==> config.mk <==
export PLATFORM = sky130hd
export DESIGN_NAME = cfg_latch_bank
export DESIGN_NICKNAME = d
export VERILOG_FILES = /design/src/rtl/cfg_pkg.sv /design/src/rtl/cfg_sync.sv /design/src/rtl/cfg_reg_file.sv /design/src/rtl/cfg_decode.sv /design/src/rtl/cfg_latch_bank.sv
export SDC_FILE = /design/constraint.sdc
export NUM_CORES = 1
export LEC_CHECK = 0
export ABC_AREA = 1
export BUFFER_PORTS_ARGS = -buffer_cell sky130_fd_sc_hd__buf_2
export CELL_PAD_IN_SITES_DETAIL_PLACEMENT = 2
export CELL_PAD_IN_SITES_GLOBAL_PLACEMENT = 2
export CORE_ASPECT_RATIO = 0.5
export CORE_MARGIN = 1
export CORE_UTILIZATION = 34
export DETAILED_ROUTE_END_ITERATION = 10
export HOLD_SLACK_MARGIN = 0.03
export PLACE_DENSITY = 0.9
export SYNTH_ARGS = -nofsm -noshare
export SYNTH_HDL_FRONTEND = slang
export SYNTH_HIERARCHICAL = 1
export SYNTH_SLANG_ARGS = --single-unit
==> constraint.sdc <==
create_clock -name clk -period 2.4 [get_ports clk]
set_input_delay 0.24 -clock clk [delete_from_list [all_inputs] [get_ports clk]]
set_output_delay 0.24 -clock clk [all_outputs]
set_load 0.005 [all_outputs]
==> src/rtl/cfg_pkg.sv <==
package cfg_pkg;
  localparam int DATA_W   = 8;
  localparam int NUM_REGS = 3;
  localparam int SYNC_STG = 2;

  // register slot order (strobe index)
  localparam int SLOT_SYS = 0;
  localparam int SLOT_MON = 1;
  localparam int SLOT_CLK = 2;

  // clock register fields
  localparam int CK_RATE_LO = 0;
  localparam int CK_RATE_HI = 2;
  localparam int CK_SYNC    = 3;
  localparam int CK_SCALE   = 4;
  localparam int RATE_MAX   = 5;

  // system register fields
  localparam int SY_MUTE    = 2;
  localparam int SY_MODE_LO = 4;
  localparam int SY_MODE_HI = 5;
  localparam int SY_PWR     = 7;

  typedef enum logic [1:0] {
    EXT_SPDIF = 2'd0,
    EXT_WC1   = 2'd1,
    EXT_WC256 = 2'd2,
    EXT_BAD   = 2'd3
  } ext_mode_t;
endpackage

==> src/rtl/cfg_sync.sv <==
module cfg_sync #(
  parameter int W = 1,
  parameter int STAGES = 2,
  parameter logic [W-1:0] RST_VAL = '1
) (
  input  logic         clk,
  input  logic         rst,
  input  logic [W-1:0] d,
  output logic [W-1:0] q
);
  logic [STAGES-1:0][W-1:0] pipe;

  always_ff @(posedge clk) begin
    if (rst) begin
      for (int i = 0; i < STAGES; i++) pipe[i] <= RST_VAL;
    end else begin
      pipe[0] <= d;
      for (int i = 1; i < STAGES; i++) pipe[i] <= pipe[i-1];
    end
  end

  assign q = pipe[STAGES-1];
endmodule

==> src/rtl/cfg_reg_file.sv <==
module cfg_reg_file #(
  parameter int N  = 3,
  parameter int DW = 8
) (
  input  logic                 clk,
  input  logic                 rst,
  input  logic [N-1:0]         strb_n,
  input  logic                 oe_n,
  input  logic [DW-1:0]        bus,
  output logic [N-1:0][DW-1:0] regs
);
  logic [N-1:0]  strb_prev;
  logic [DW-1:0] stage;
  logic          stg_vld;
  logic          any_low;

  assign any_low = ~&strb_n;

  // staging: capture only while a strobe is low and the bus is enabled
  always_ff @(posedge clk) begin
    if (rst) begin
      strb_prev <= '1;
      stage     <= '0;
      stg_vld   <= 1'b0;
    end else begin
      strb_prev <= strb_n;
      if (oe_n) begin
        stg_vld <= 1'b0;
      end else if (any_low) begin
        stage   <= bus;
        stg_vld <= 1'b1;
      end
    end
  end

  for (genvar g = 0; g < N; g++) begin : g_reg
    logic rise;
    assign rise = strb_n[g] & ~strb_prev[g];
    always_ff @(posedge clk) begin
      if (rst)
        regs[g] <= '0;
      else if (rise && stg_vld && !oe_n)
        regs[g] <= stage;
    end
  end
endmodule

==> src/rtl/cfg_decode.sv <==
module cfg_decode
  import cfg_pkg::*;
#(
  parameter int DW = 8
) (
  input  logic          clk,
  input  logic          rst,
  input  logic [DW-1:0] clk_reg,
  input  logic [DW-1:0] sys_reg,
  output logic [2:0]    rate_idx,
  output ext_mode_t     ext_mode,
  output logic          ext_sync,
  output logic          mute,
  output logic          codec_pd,
  output logic          cfg_err
);
  logic [2:0] code;
  logic       sync_sel;
  logic       scale;
  logic [2:0] rate_n;
  ext_mode_t  mode_n;
  logic       clk_bad;
  logic       sys_bad;

  assign code     = clk_reg[CK_RATE_HI:CK_RATE_LO];
  assign sync_sel = clk_reg[CK_SYNC];
  assign scale    = clk_reg[CK_SCALE];
  assign sys_bad  = (sys_reg[SY_MODE_HI:SY_MODE_LO] == 2'b10);

  always_comb begin
    rate_n  = '0;
    mode_n  = EXT_SPDIF;
    clk_bad = 1'b0;
    if (!sync_sel) begin
      rate_n  = code;
      clk_bad = (code > 3'(RATE_MAX));
    end else begin
      unique case ({scale, code})
        4'b0000: mode_n = EXT_SPDIF;
        4'b0010: mode_n = EXT_WC1;
        4'b1010: mode_n = EXT_WC256;
        default: begin
          mode_n  = EXT_BAD;
          clk_bad = 1'b1;
        end
      endcase
    end
  end

  always_ff @(posedge clk) begin
    if (rst) begin
      rate_idx <= '0;
      ext_mode <= EXT_SPDIF;
      ext_sync <= 1'b0;
      mute     <= 1'b0;
      codec_pd <= 1'b1;
      cfg_err  <= 1'b0;
    end else begin
      rate_idx <= rate_n;
      ext_mode <= mode_n;
      ext_sync <= sync_sel;
      mute     <= sys_reg[SY_MUTE];
      codec_pd <= ~sys_reg[SY_PWR];
      cfg_err  <= cfg_err | clk_bad | sys_bad;
    end
  end
endmodule

==> src/rtl/cfg_latch_bank.sv <==
module cfg_latch_bank
  import cfg_pkg::*;
(
  input  logic                clk,
  input  logic                rst,
  input  logic [DATA_W-1:0]   bus_d,
  input  logic                oe_n,
  input  logic                ld_sys_n,
  input  logic                ld_mon_n,
  input  logic                ld_clk_n,
  output logic [DATA_W-1:0]   sys_reg,
  output logic [DATA_W-1:0]   mon_reg,
  output logic [DATA_W-1:0]   clk_reg,
  output logic [2:0]          rate_idx,
  output logic [1:0]          ext_mode,
  output logic                ext_sync,
  output logic                mute,
  output logic                codec_pd,
  output logic                cfg_err
);
  localparam int CTRL_W = NUM_REGS + 1;

  logic [CTRL_W-1:0] ctrl_raw, ctrl_s;
  logic [DATA_W-1:0] bus_s;
  logic [NUM_REGS-1:0] strb_raw;
  logic [NUM_REGS-1:0][DATA_W-1:0] regs;
  ext_mode_t mode_q;

  assign strb_raw[SLOT_SYS] = ld_sys_n;
  assign strb_raw[SLOT_MON] = ld_mon_n;
  assign strb_raw[SLOT_CLK] = ld_clk_n;
  assign ctrl_raw = {oe_n, strb_raw};

  cfg_sync #(.W(CTRL_W), .STAGES(SYNC_STG), .RST_VAL('1)) u_sync_ctrl (
    .clk(clk), .rst(rst), .d(ctrl_raw), .q(ctrl_s)
  );

  cfg_sync #(.W(DATA_W), .STAGES(SYNC_STG), .RST_VAL('1)) u_sync_bus (
    .clk(clk), .rst(rst), .d(bus_d), .q(bus_s)
  );

  cfg_reg_file #(.N(NUM_REGS), .DW(DATA_W)) u_regs (
    .clk(clk), .rst(rst),
    .strb_n(ctrl_s[NUM_REGS-1:0]),
    .oe_n(ctrl_s[NUM_REGS]),
    .bus(bus_s),
    .regs(regs)
  );

  assign sys_reg = regs[SLOT_SYS];
  assign mon_reg = regs[SLOT_MON];
  assign clk_reg = regs[SLOT_CLK];

  cfg_decode #(.DW(DATA_W)) u_dec (
    .clk(clk), .rst(rst),
    .clk_reg(regs[SLOT_CLK]), .sys_reg(regs[SLOT_SYS]),
    .rate_idx(rate_idx), .ext_mode(mode_q), .ext_sync(ext_sync),
    .mute(mute), .codec_pd(codec_pd), .cfg_err(cfg_err)
  );

  assign ext_mode = mode_q;
endmodule

==> flow_metrics.py <==
metrics = {
    "synth": {
        "avgSynthCellArea_um2": 7.763,
        "syn_nets": 352,
        "yosysSeqAreaShare_pct": 52.65,
        "syn_inst": 338,
        "synth-seq-cells": 69,
        "yosys_warnings": 6,
        "netlist_area_mm2": 0.002624,
        "ys_types": 21,
    },
    "cells_and_area": {
        "drive_gt1_share_pct": 21.00,
        "area_delta_synth_final_pct": 20.36,
        "insertedDiodeCount": 0,
        "final_common_cell": "dfxtp_1",
        "final.fill_count": 867,
        "nets": 390,
        "final_cell_mix": "dfxtp_1 (69), nand2_1 (67), nor2_1 (62), inv_1 (55), buf_2 (46)",
    },
    "critical_path": {
        "cp.buffers_inverters": 1,
        "cp_num_cells": 5,
        "slowest_delay_ns": 0.41,
        "r2r_start": "u_regs/stg_vld$_SDFFE_PP0N_",
        "rrSetupSlack_ns": 1.09,
        "critPathRequiredTime_ns": 2.63,
        "cp-start-kind": "register",
        "reg2reg_to": "u_regs/regs[23]$_SDFFE_PP0P_",
        "cp_cell_sequence": "inv_2 > nor2_4 > nand3_1 > nand2_1 > nor2_1",
        "path_max_fanout": 24,
        "rr_worst_depth": 5,
        "worstSetupPathType": "reg -> reg",
        "critPathCaptureType": "register",
        "critPathTopFamily": "simple AND/OR/NAND/NOR gates",
        "cp_data_arrival_time_ns": 1.53,
        "crit_path_top_delay_cell": "nor2_4",
    },
    "grt": {
        "track_usage_pct": 18.60,
        "grt_first_pass_wirelength_um": 11090,
        "grt_pass1_vias": 2275,
        "antenna_found_initial": 0,
        "grt_max_degree": 36,
        "grt_overflow": 0,
    },
    "die": {
        "core_mm2": 0.007405,
        "rows": 22,
        "die_area_mm2": 0.008094,
        "fp.dieW_um": 126.2,
        "initial_core_util_pct": 35.43,
        "die_h_um": 64.12,
        "ios": 47,
    },
    "power": {
        "leakagePower_nw": 1.717,
        "power_density_mw_per_mm2": 856.9,
        "peakVddDrop_uv": 345.8,
    },
    "status": {
        "status": "completed",
    },
    "route": {
        "drt-total-wl_um": 6681,
        "detail-route-antenna-nets": 0,
        "drt_iter0_drc": 71,
        "drcViolationCount": 0,
        "wl_per_cell_um": 14.01,
        "vias_per_cell": 4.480,
        "dr.pass1.iters": 4,
        "vias": 2137,
    },
    "place": {
        "place_congestion": 0.7732,
        "port_buffers": 46,
        "place_hpwl_um": 4845,
    },
    "min_path": {
        "hold_end": "u_sync_bus/pipe[6]$_SDFF_PP1_",
        "hold_depth": 3,
        "hp-start": "bus_d[6]",
        "min_path_type": "in -> reg",
    },
    "timing": {
        "period_share_pct": 54.48,
        "clock.fmax_ghz": 0.7648,
        "slew_headroom_pct": 65.44,
        "worst_pin_slew_ns": 0.5172,
        "skew_ns": 0.006272,
        "hold_viol_final": 0,
        "hold_ws_ns": 0.07340,
        "fin_crit_ns": 1.308,
        "setup_viol": 0,
        "setup-tns-final_ns": 0,
        "finalMaxSlewViolations": 0,
        "rsz0062_at_grt": "false",
    },
    "cts": {
        "cts_hold_buffers": 0,
        "htreeDepth": 3,
        "clkLatencyLatePin_ns": 0.34,
        "clockBufferDepth": 2,
        "cts_sinks": 69,
        "cts_root_buf": "clkbuf_16",
        "cts_tree": "yes",
        "cts_buffers": 9,
        "post_cts_buffers": 0,
        "cts.clk_slew.worst_paths_ns": 0.06,
        "cts_resized": 0,
    },
    "flow_run": {
        "drv_cap": 0,
    },
}
==> worst reg2reg max path: stages (launching register included) <==
cell	delay [ns]
dfxtp_1	0.40
inv_2	0.06
nor2_4	0.41
nand3_1	0.17
nand2_1	0.12
nor2_1	0.05
==> where the power goes <==
part / internal [W] / leakage (nW) / switching, W / total (W)
logic: 0.0000306 / 0.996 / 0.0000693 / 0.0000999
clock network: 0.000935 / 0.158 / 0.000489 / 0.00142
registers: 0.00117 / 0.562 / 0.0000118 / 0.00118
==> registers in the layout (all words and copies together) (netlist names), 2 cells and up <==
name / count
u_dec/rate_idx: 3
u_regs/regs: 24
u_dec/ext_mode: 2
u_regs/strb_prev: 3
u_sync_bus/pipe: 8
u_sync_bus/q: 8
u_regs/stage: 8
u_sync_ctrl/pipe: 4
u_sync_ctrl/q: 4
==> stage by stage <==
stage	total power [W]	setup slack, ns	utilization [%]	std cells	cell area, um2
finish	0.002706	1.092	42.65	477	3158
global route	0.002817	0.9800	42.65	477	3158
CTS	0.002748	1.130	42.65	477	3158
detailed placement	0.001309	1.140	38.26	461	2833
global placement	0.001298	1.215	38.26	461	2833
floorplan	0.001284	1.408	-	338	2624
==> cell families after synthesis <==
group	after synthesis	synth area share, %
buffers and inverters	81	14.50
and+or+nand+nor	175	30.04
AOI/OAI and AO/OA	13	2.814
DFF	69	52.65
==> routing by layer <==
layer,track usage (%),vias to the layer above,part of all wire [%]
met5,0,-,0
met4,7.681,0,1.3
met3,7.035,8,4.3
met2,32.67,44,50
met1,20.44,1017,44
li1,-,1068,-
==> cells in the mapped netlist (all sizes together) <==
| library cell | count | share of area [%] |
|---|---|---|
| nand3 | 36 | 7.1 |
| o21bai | 2 | 0.57 |
| buf | 18 | 5.4 |
| nor2 | 70 | 13 |
| nand2 | 69 | 10 |
| inv | 60 | 8.7 |
| a21oi | 10 | 1.9 |
| clkbuf | 2 | 0.29 |
| dfxtp | 69 | 53 |
| clkinv | 1 | 0.14 |
| o21ai | 1 | 0.33 |
==> layout make-up <==
class / instances / area, um2 / share of cell area [%]
Clock inverter: 6 / 86.33 / 2.734
Sequential cell: 69 / 1381 / 43.74
Inverter: 61 / 231.5 / 7.330
Multi-Input combinational cell: 188 / 862.1 / 27.30
Timing Repair Buffer: 47 / 237.7 / 7.528
Clock buffer: 10 / 239.0 / 7.567
Tap cell: 96 / 120.1 / 3.803
==> how the worst max path moves through the flow <==
stage	from	end
floorplan	u_sync_ctrl/q[3]$_SDFF_PP1_	u_regs/regs[10]$_SDFFE_PP0P_
global placement	u_regs/stg_vld$_SDFFE_PP0N_	u_regs/regs[19]$_SDFFE_PP0P_
detailed placement	u_regs/stg_vld$_SDFFE_PP0N_	u_regs/regs[20]$_SDFFE_PP0P_
CTS	u_regs/stg_vld$_SDFFE_PP0N_	u_regs/regs[23]$_SDFFE_PP0P_
global route	u_regs/stg_vld$_SDFFE_PP0N_	u_regs/regs[12]$_SDFFE_PP0P_
finish	u_regs/stg_vld$_SDFFE_PP0N_	u_regs/regs[23]$_SDFFE_PP0P_
No activity file was read; power rests on OpenSTA's default activity.
